**config.mk**
```make
export PLATFORM = sky130hd
export DESIGN_NAME = alu8_core
export DESIGN_NICKNAME = d
export VERILOG_FILES = /design/src/rtl/alu8_pkg.sv /design/src/rtl/alu8_addsub.sv /design/src/rtl/alu8_logic.sv /design/src/rtl/alu8_shift.sv /design/src/rtl/alu8_core.sv
export SDC_FILE = /design/constraint.sdc
export NUM_CORES = 1
export LEC_CHECK = 0
export CAP_MARGIN = 30
export CORE_MARGIN = 8
export CORE_UTILIZATION = 24
export DETAILED_ROUTE_END_ITERATION = 8
export DONT_BUFFER_PORTS = 1
export PLACE_DENSITY = 0.45
export SYNTH_ARGS = -nofsm -noshare
export SYNTH_HDL_FRONTEND = slang
export SYNTH_SLANG_ARGS = --single-unit
```
**constraint.sdc**
```tcl
create_clock -name clk -period 1.25 [get_ports clk]
set_input_delay 0.0625 -clock clk [delete_from_list [all_inputs] [get_ports clk]]
set_output_delay 0.0625 -clock clk [all_outputs]
set_load 0.03 [all_outputs]
```
**src/rtl/alu8_pkg.sv**
```systemverilog
package alu8_pkg;
  localparam int DW     = 8;
  localparam int OPW    = 4;
  localparam int DSTW   = 2;

  localparam int FL_C   = 0;
  localparam int FL_Z   = 1;
  localparam int FL_V   = 6;
  localparam int FL_N   = 7;

  typedef enum logic [OPW-1:0] {
    OP_ADD  = 4'd0,
    OP_SUB  = 4'd1,
    OP_CMPA = 4'd2,
    OP_CMPX = 4'd3,
    OP_CMPY = 4'd4,
    OP_BIT  = 4'd5,
    OP_AND  = 4'd6,
    OP_OR   = 4'd7,
    OP_XOR  = 4'd8,
    OP_INC  = 4'd9,
    OP_DEC  = 4'd10,
    OP_SHL  = 4'd11,
    OP_SHR  = 4'd12,
    OP_RTL  = 4'd13,
    OP_RTR  = 4'd14,
    OP_AXS  = 4'd15
  } alu_op_e;

  typedef enum logic [DSTW-1:0] {
    DST_A    = 2'd0,
    DST_X    = 2'd1,
    DST_NONE = 2'd2,
    DST_OPND = 2'd3
  } alu_dst_e;
endpackage

```
**src/rtl/alu8_addsub.sv**
```systemverilog
module alu8_addsub
  import alu8_pkg::*;
(
  input  alu_op_e        op,
  input  logic [DW-1:0]  acc,
  input  logic [DW-1:0]  xreg,
  input  logic [DW-1:0]  yreg,
  input  logic [DW-1:0]  operand,
  input  logic           cin,
  output logic [DW-1:0]  sum,
  output logic           cout,
  output logic           vout
);
  logic [DW-1:0] lhs;
  logic [DW-1:0] rhs;
  logic          c0;
  logic [DW:0]   wide;

  // left operand select: compares pick their register, the combined op masks A with X
  always_comb begin
    unique case (op)
      OP_CMPX: lhs = xreg;
      OP_CMPY: lhs = yreg;
      OP_AXS:  lhs = acc & xreg;
      default: lhs = acc;
    endcase
  end

  // subtraction is addition of the complement; carry-in is the inverted borrow
  assign rhs  = (op == OP_ADD) ? operand : ~operand;
  assign c0   = (op == OP_ADD || op == OP_SUB) ? cin : 1'b1;
  assign wide = {1'b0, lhs} + {1'b0, rhs} + {{DW{1'b0}}, c0};
  assign sum  = wide[DW-1:0];
  assign cout = wide[DW];
  assign vout = (lhs[DW-1] == rhs[DW-1]) && (sum[DW-1] != lhs[DW-1]);
endmodule

```
**src/rtl/alu8_logic.sv**
```systemverilog
module alu8_logic
  import alu8_pkg::*;
(
  input  alu_op_e        op,
  input  logic [DW-1:0]  acc,
  input  logic [DW-1:0]  operand,
  output logic [DW-1:0]  res
);
  always_comb begin
    unique case (op)
      OP_OR:   res = acc | operand;
      OP_XOR:  res = acc ^ operand;
      OP_INC:  res = operand + {{(DW-1){1'b0}}, 1'b1};
      OP_DEC:  res = operand - {{(DW-1){1'b0}}, 1'b1};
      default: res = acc & operand;
    endcase
  end
endmodule

```
**src/rtl/alu8_shift.sv**
```systemverilog
module alu8_shift
  import alu8_pkg::*;
(
  input  alu_op_e        op,
  input  logic [DW-1:0]  operand,
  input  logic           cin,
  output logic [DW-1:0]  res,
  output logic           cout
);
  logic fill;

  // rotates feed the old carry in; plain shifts feed zero
  assign fill = (op == OP_RTL || op == OP_RTR) ? cin : 1'b0;

  always_comb begin
    if (op == OP_SHR || op == OP_RTR) begin
      res  = {fill, operand[DW-1:1]};
      cout = operand[0];
    end else begin
      res  = {operand[DW-2:0], fill};
      cout = operand[DW-1];
    end
  end
endmodule

```
**src/rtl/alu8_core.sv**
```systemverilog
module alu8_core
  import alu8_pkg::*;
(
  input  logic              clk,
  input  logic              rst_n,
  input  logic              in_valid,
  input  logic [OPW-1:0]    op,
  input  logic [DW-1:0]     acc,
  input  logic [DW-1:0]     xreg,
  input  logic [DW-1:0]     yreg,
  input  logic [DW-1:0]     operand,
  input  logic [DW-1:0]     status_in,
  output logic              out_valid,
  output logic [DW-1:0]     result,
  output logic [DSTW-1:0]   dest,
  output logic [DW-1:0]     status_out
);
  alu_op_e       op_e;
  logic [1:0]    rst_sync;
  logic          rst_int_n;

  logic [DW-1:0] as_sum, lg_res, sh_res;
  logic          as_c, as_v, sh_c;

  logic [DW-1:0] res_nx, st_nx;
  alu_dst_e      dst_nx;

  logic [DW-1:0] res_q, st_q;
  logic [DSTW-1:0] dst_q;
  logic          vld_q;

  assign op_e = alu_op_e'(op);

  // asynchronous assertion, synchronous release
  always_ff @(posedge clk or negedge rst_n) begin
    if (!rst_n) rst_sync <= 2'b00;
    else        rst_sync <= {rst_sync[0], 1'b1};
  end
  assign rst_int_n = rst_sync[1];

  alu8_addsub u_addsub (
    .op(op_e), .acc(acc), .xreg(xreg), .yreg(yreg), .operand(operand),
    .cin(status_in[FL_C]), .sum(as_sum), .cout(as_c), .vout(as_v)
  );

  alu8_logic u_logic (
    .op(op_e), .acc(acc), .operand(operand), .res(lg_res)
  );

  alu8_shift u_shift (
    .op(op_e), .operand(operand), .cin(status_in[FL_C]),
    .res(sh_res), .cout(sh_c)
  );

  // next-state: pick result, destination and per-op flag updates
  always_comb begin
    st_nx  = status_in;
    res_nx = lg_res;
    dst_nx = DST_A;
    unique case (op_e)
      OP_ADD, OP_SUB: begin
        res_nx       = as_sum;
        st_nx[FL_C]  = as_c;
        st_nx[FL_V]  = as_v;
      end
      OP_CMPA, OP_CMPX, OP_CMPY: begin
        res_nx       = as_sum;
        dst_nx       = DST_NONE;
        st_nx[FL_C]  = as_c;
      end
      OP_AXS: begin
        res_nx       = as_sum;
        dst_nx       = DST_X;
        st_nx[FL_C]  = as_c;
      end
      OP_BIT: begin
        dst_nx       = DST_NONE;
        st_nx[FL_V]  = operand[DW-2];
      end
      OP_INC, OP_DEC: begin
        dst_nx       = DST_OPND;
      end
      OP_SHL, OP_SHR, OP_RTL, OP_RTR: begin
        res_nx       = sh_res;
        dst_nx       = DST_OPND;
        st_nx[FL_C]  = sh_c;
      end
      default: begin
        dst_nx       = DST_A;
      end
    endcase
    st_nx[FL_Z] = (res_nx == '0);
    st_nx[FL_N] = (op_e == OP_BIT) ? operand[DW-1] : res_nx[DW-1];
  end

  // registers with explicit load enable
  always_ff @(posedge clk or negedge rst_int_n) begin
    if (!rst_int_n) begin
      vld_q <= 1'b0;
      res_q <= '0;
      dst_q <= '0;
      st_q  <= '0;
    end else begin
      vld_q <= in_valid;
      if (in_valid) begin
        res_q <= res_nx;
        dst_q <= dst_nx;
        st_q  <= st_nx;
      end
    end
  end

  assign out_valid  = vld_q;
  assign result     = res_q;
  assign dest       = dst_q;
  assign status_out = st_q;
endmodule

```
==> results of run 1 <==
## through the flow
| stage | cells | worst slack [ns] | total power, W | hold WS, ns | setup TNS [ns] |
|---|---|---|---|---|---|
| after CTS | 567 | -1.335 | 0.003153 | -0.1667 | -13.22 |
| final | 568 | -1.291 | 0.003157 | -0.1601 | -12.85 |
| after global routing | 568 | -1.417 | 0.003386 | -0.1750 | -14.06 |
| after detailed placement | 553 | -1.659 | 0.002350 | -0.2330 | -16.91 |
| after global placement | 553 | -1.663 | 0.002348 | -0.2330 | -16.77 |
| after floorplan | 353 | -1.731 | 0.001870 | -0.2331 | -17.23 |
## sequential cells by signal (all words and copies together), names as in the netlist
name        flops
rst_sync        2
out_valid       1
dest            2
status_out      8
result          8
## final timing paths
path / start / to
worst max-delay path: op[1] / result[6]
worst min register to register: rst_sync[1] / result[1]
worst max register to register: status_out[0] / status_out[0]
min in group asynchronous: rst_n / rst_sync[1]
worst min-delay path: in_valid / out_valid
max in group asynchronous: rst_sync[1] / result[2]
## cells by family after synthesis
group | after synthesis
AND/OR/NAND/NOR | 93
AO/OA/AOI/OAI | 121
adder cells (fa/ha/maj) | 39
other | 1
XOR/XNOR | 20
multiplexers | 8
flip-flops | 21
buffers and inverters | 50
## critical path, delay by kind of cell
family	cells	cell delay (ns)
compound gates	6	1.14
mux	1	0.26
buf+inv	1	0.04
fa+ha+maj	2	0.59
simple gates	4	0.58
## synthesized netlist by cell type (all sizes together), types with 5 or more instances
library cell  number  area, µm²
nor2b              5      31.28
nand3              7      35.03
nand2             25      93.84
a21oi             35      175.2
nor2              23      88.84
ha                29      362.9
mux2               7      78.83
xnor2             14      122.6
clkbuf             6      25.02
o21ai             21      112.6
maj3               7      71.32
inv               27      101.4
nand2b             8      50.05
o211ai             5      37.54
dfrtp             21      525.5
xor2               6      52.55
buf               17      126.4
nor3               5      30.03
a22oi              9      67.56
a31oi              6      37.54
a32o               7      70.07
o21a               6      45.04
## power breakdown
| part | internal (W) | switching (W) | total [W] |
|---|---|---|---|
| Combinational | 0.000805 | 0.000806 | 0.00161 |
| Clock | 0.000429 | 0.000226 | 0.000654 |
| Sequential | 0.000773 | 0.000119 | 0.000892 |
| Total | 0.00201 | 0.00115 | 0.00316 |
## layout by cell type, fill, tap and decap left out, types with 4 or more instances in the layout
cell type      instances
nor2_1                21
nor2b_1                5
o21ai_0               14
a21oi_1               30
o211ai_1               5
dfrtp_1               21
maj3_1                 6
nand3_1                6
buf_6                  4
dlygate4sd3_1          7
nand2b_1               8
a31oi_1                6
mux2_2                 5
ha_1                  28
xor2_1                 6
xnor2_1               12
o21a_1                 6
nand2_1               25
nor3_1                 4
a21oi_2                5
a32o_1                 7
o21ai_2                6
inv_1                 26
a22oi_1                7
buf_4                 80
o22ai_1                4
## metal layers
layer	global-route usage, %	vias up
met4	2.221	0
met2	22.12	81
met3	2.911	6
li1	-	1430
met5	0	-
met1	16.79	1371
## timing repair
action	4_1_cts	5_1_grt
hold endpoints to repair	21	17
resized for setup	19	7
setup endpoints to repair	12	12
setup buffers	5	1
pin swaps	18	16
## cell type report
class | count | share of cell area, %
Multi-Input combinational cell | 282 | 58.43
Timing Repair Buffer | 91 | 18.58
Sequential cell | 21 | 13.64
Tap cell | 143 | 4.644
Inverter | 27 | 2.631
Clock buffer | 3 | 1.949
Clock inverter | 1 | 0.1299
==> metrics.yaml, run 1 <==
status:
  outcome: "complete, but fails checks"
  violations: "negative hold slack, negative setup slack"
cells_and_area:
  final_nets: 505
  antennaDiodeCount: 0
  nFillCells: 1231
  fin_util_pct: 33.45
  stdcell_area_um2: 3852
  layout-drive-gt1-share_pct: 31.53
  multi_input_area_um2: 2251
  seqCellArea_um2: 525.5
  syn_to_final_growth_pct: 35.34
place:
  hpwl_mm: 8.146
  routabilityCongestion: 0.8405
  numPortBuffers: 0
  place_area_um2: 3540
timing:
  final_max_slew_viol_count: 0
  rsz0062_at_grt: "yes"
  worst_hold_slack_ns: -0.1601
  fmax_ghz: 0.3935
  post-route-period-util_pct: 203.3
  skew_ns: 0.002083
  hold_viol: 17
  setup_ws_ns: -1.291
  setup_violations: 12
  period_minus_slack_ns: 2.541
yosys:
  synth_nets: 432
  synth_edf_count: 0
  synth_fa_ha_area_share_pct: 17.36
  synth_simple_gate_area_share_pct: 16.84
  yosys_warnings: 0
  synth.area.mux_share_pct: 3.121
  postSynth.asyncResetShare_pct: 100.0
  yosys.cell_types.count: 65
  synth_top_family_by_area: "compound AO/OA/AOI/OAI gates"
  netlist_instances: 353
  ys.flop_type: "dfrtp_1"
  ys_ff_latch: 21
  yosysSeqAreaShare_pct: 18.46
  synth_compound_area_share_pct: 29.05
  synth_area_um2: 2846
  synth-xor-area-share_pct: 6.154
  avgSynthCellArea_um2: 8.064
cts:
  cts_root_buf: "clkbuf_16"
  clock_sinks: 21
  insertion_delay_ns: 0.25
  htreeDepth: 1
  cts_buffers: 3
  clk_pin_slew_ns: 0.06
  cts_tree: "built"
  postCtsHoldBufs: 7
  cts_max_path_buffers: 2
pwr:
  ir_worst_vdd_mv: 0.6280
  p_per_area_nw_per_um2: 819.4
  p_leak_nw: 1.718
die:
  io_pins: 66
  rows: 39
  die_x_um: 124.9
  initial_core_util_pct: 24.72
  die_height_um: 124.9
  dieArea_um2: 15600
  core_area_um2: 11520
worst_setup_path:
  critPathArrivalTime_ns: 2.68
  crit_top_cell: "fa_2"
  cp_slowest_stage_delay_ns: 0.35
  crit_type: "in -> reg"
  r2r_cells: 3
  cp_slowest_cell: "fa_2"
  endpoint_kind: "register"
  start_kind: "primary input"
  worst_ep_required_time_ns: 1.39
  rrSetupSlack_ns: 0.05
  crit_path_max_fanout: 41
  path_cells: "or2_4 > o211a_4 > a22o_1 > a21oi_2 > fa_2 > inv_2 > fa_2 > nand3_2 > a21boi_2 > o21ai_2 > nor3b_2 > nor2_1 > a221o_1 > mux2_4"
routing:
  ant_nets: 0
  wl_met1_mm: 4.495
  drcViolationCount: 0
  wl_met2_mm: 5.002
  top_layer: "met4"
  via_per_inst: 5.085
  drt_wl_total_mm: 10.33
  wl_per_cell_um: 18.19
  vias: 2888
  drtIter0Drc: 145
  route.met3.wl_um: 711
  drt_pass1_iterations: 4
global_routing:
  gr-total-overflow: 0
  grt_pass1_vias: 2911
  grt_pass1_wl_mm: 16.68
  grt_max_degree: 45
  antenna_found_initial: 0
  grtUsageTotal_pct: 13.08
min_path:
  min_path_cells: 0
  hold_path_class: "in -> reg"
flow_run:
  cap_viol_max_count: 0
No activity file was read; power rests on OpenSTA's default activity.
==> inputs of run 2 (changes only) <==
Settings changed: CTS_CLUSTER_DIAMETER set to 200.
Clock period 1.25 ns to 3.19 ns, I/O delays scaled along.
==> metrics.yaml, run 2 (synthesis results as in run 1) <==
status:
  outcome: "finished clean"
routing:
  drt_pass1_iterations: 5  # +1
  drtIter0Drc: 190  # +31%
  via_per_inst: 5.281  # +3.9%
  wl_per_cell_um: 18.85  # +3.7%
  drcViolationCount: 0  # unchanged
  drt_wl_total_mm: 9.446  # -8.6%
  ant_nets: 0  # unchanged
  vias: 2646  # -8.4%
min_path:
  min_path_cells: 1  # +1
  whs_endpoint: "dest[1]"
  hold_path_class: "in -> reg"
  min_from: "in_valid"
cts:
  insertion_delay_ns: 0.25  # about the same
  htreeDepth: 1  # unchanged
  cts_tree: "built"
  cts_buffers: 3  # unchanged
  cts_max_path_buffers: 2  # unchanged
  cts_setup_buffers: 0  # -5
  clk_pin_slew_ns: 0.06  # about the same
  cts_root_buf: "clkbuf_16"
  clock_sinks: 21  # unchanged
die:
  io_pins: 66  # unchanged
  initial_core_util_pct: 24.72  # unchanged
  core_area_um2: 11520  # unchanged
  die_height_um: 124.9  # unchanged
  rows: 39  # unchanged
  die_x_um: 124.9  # unchanged
  dieArea_um2: 15600  # unchanged
worst_setup_path:
  crit_path_max_fanout: 41  # unchanged
  start_kind: "primary input"
  r2r_cells: 1  # -2
  cp_top_family: "compound AO/OA/AOI/OAI gates"
  path_buf_inv: 1  # unchanged
  path_cells: "or2_2 > o211a_4 > a22o_1 > a21oi_2 > fa_2 > inv_1 > fa_2 > nand3_1 > nand2_1 > nor2_1 > nor2_1 > a222oi_1 > nand4_1 > o32ai_2"
  crit_type: "in -> reg"
  endpoint_kind: "register"
  r2r_end: "result[1]"
  critPathArrivalTime_ns: 3.10  # +0.42 ns
  cp_slowest_stage_delay_ns: 0.50  # +0.15 ns
  rr_startpoint: "result[1]"
  cp_slowest_cell: "a222oi_1"
  worst_ep_required_time_ns: 3.35  # +1.96 ns
  rrSetupSlack_ns: 2.27  # +2.22 ns
global_routing:
  gr-total-overflow: 0  # unchanged
  grt_max_degree: 45  # unchanged
  grtUsageTotal_pct: 11.98  # -1.1 points
  grt_use_met2_pct: 20.04  # -2.1 points
  grt_pass1_wl_mm: 15.24  # -8.6%
  use_met3_pct: 2.911  # unchanged
  antenna_found_initial: 0  # unchanged
  grt_pass1_vias: 2589  # -11%
  grt_busiest_layer: "met2"
  met1_usage_pct: 15.12  # -1.7 points
pwr:
  p_per_area_nw_per_um2: 335.9  # -59%
  p_leak_nw: 1.347  # -22%
  finalPower_w: 0.001065  # -66%
  ir_worst_vdd_mv: 0.2098  # -67%
place:
  numPortBuffers: 0  # unchanged
  hpwl_mm: 7.416  # -9.0%
  routabilityCongestion: 0.8916  # +6.1%
timing:
  period_minus_slack_ns: 2.935
  setup_violations: 0  # -12
  tightest_slew_ns: 0.7637
  final_max_slew_viol_count: 0  # unchanged
  hold_viol: 0  # -17
  relSlewSlack_pct: 49.09
  skew_ns: 0.004420  # +0.002337 ns
  worst_hold_slack_ns: 0.01052  # +0.1706 ns
  rsz0062_at_grt: "no"
  fmax_ghz: 0.3407
  post-route-period-util_pct: 92.01
cells_and_area:
  syn_to_final_growth_pct: 11.34
  antennaDiodeCount: 0  # unchanged
  fin_util_pct: 27.52  # -5.9 points
  layout_commonest_cell: "a21oi_1"
  final_nets: 438  # -13%
  nFillCells: 1257  # +2.1%
  final_cell_mix: "a21oi_1, ha_1, inv_1"
  layout-drive-gt1-share_pct: 13.13  # -18 points
flow_run:
  cap_viol_max_count: 0  # unchanged
==> run 2: cell types whose count changed in the layout (fill, tap and decap cells not counted), moves of 4 or more <==
cell and change:
buf_6 -4, buf_4 -59, a21oi_2 -4, o21ai_2 -4, a21oi_1 +4, dlygate4sd3_1 -4
==> run 2: worst max path at each step <==
| stage | startpoint | to | slack [ns] | depth (start not counted) |
|---|---|---|---|---|
| 2_1_floorplan | op[0] | result[6] | 0.007 | 16 |
| 3_3_place_gp | op[1] | status_out[1] | -0.02 | 14 |
| 3_5_place_dp | op[1] | status_out[1] | -0.02 | 14 |
| 4_1_cts | op[1] | status_out[1] | 0.24 | 14 |
| 5_1_grt | op[1] | status_out[1] | 0.05 | 14 |
| 6_report | op[1] | status_out[1] | 0.26 | 14 |
==> run 2: final cells by class <==
cell class	count	area, µm²	share of cell area [%]
Clock inverter	1	5.005	0.1579
Clock buffer	3	75.07	2.369
Sequential cell	21	525.5	16.58
Timing Repair Buffer	24	187.7	5.922
Multi-Input combinational cell	282	2096	66.13
Tap cell	143	178.9	5.645
Inverter	27	101.3	3.198
==> run 2: what timing repair did <==
action,CTS,global route
resized for setup,0,0
endpoints found under the hold margin,9,1
hold buffers,2,1
==> run 2: report_power, final <==
part	leakage, nW	internal [W]	total, W	switching, W
registers	0.248	0.000302	0.000407	0.000105
logic	1.06	0.000193	0.000396	0.000203
clock network	0.0409	0.000168	0.000262	0.0000933
==> run 2: through the flow <==
step | area [µm²] | setup slack, ns | cells | setup TNS [ns]
final | 3169 | 0.2550 | 501 | 0
after CTS | 3159 | 0.2373 | 500 | 0
after global routing | 3169 | 0.04574 | 501 | 0
after global placement | 3059 | -0.02100 | 494 | -0.02100
after detailed placement | 3059 | -0.01551 | 494 | -0.02204
after floorplan | 2877 | 0.006954 | 353 | 0
==> run 2: layer usage <==
layer | part of all wire [%] | vias to the layer above
li1 | - | 1298
met1 | 43 | 1257
met2 | 48 | 80
met3 | 7.2 | 11
met4 | 1.8 | 0
met5 | 0 | -
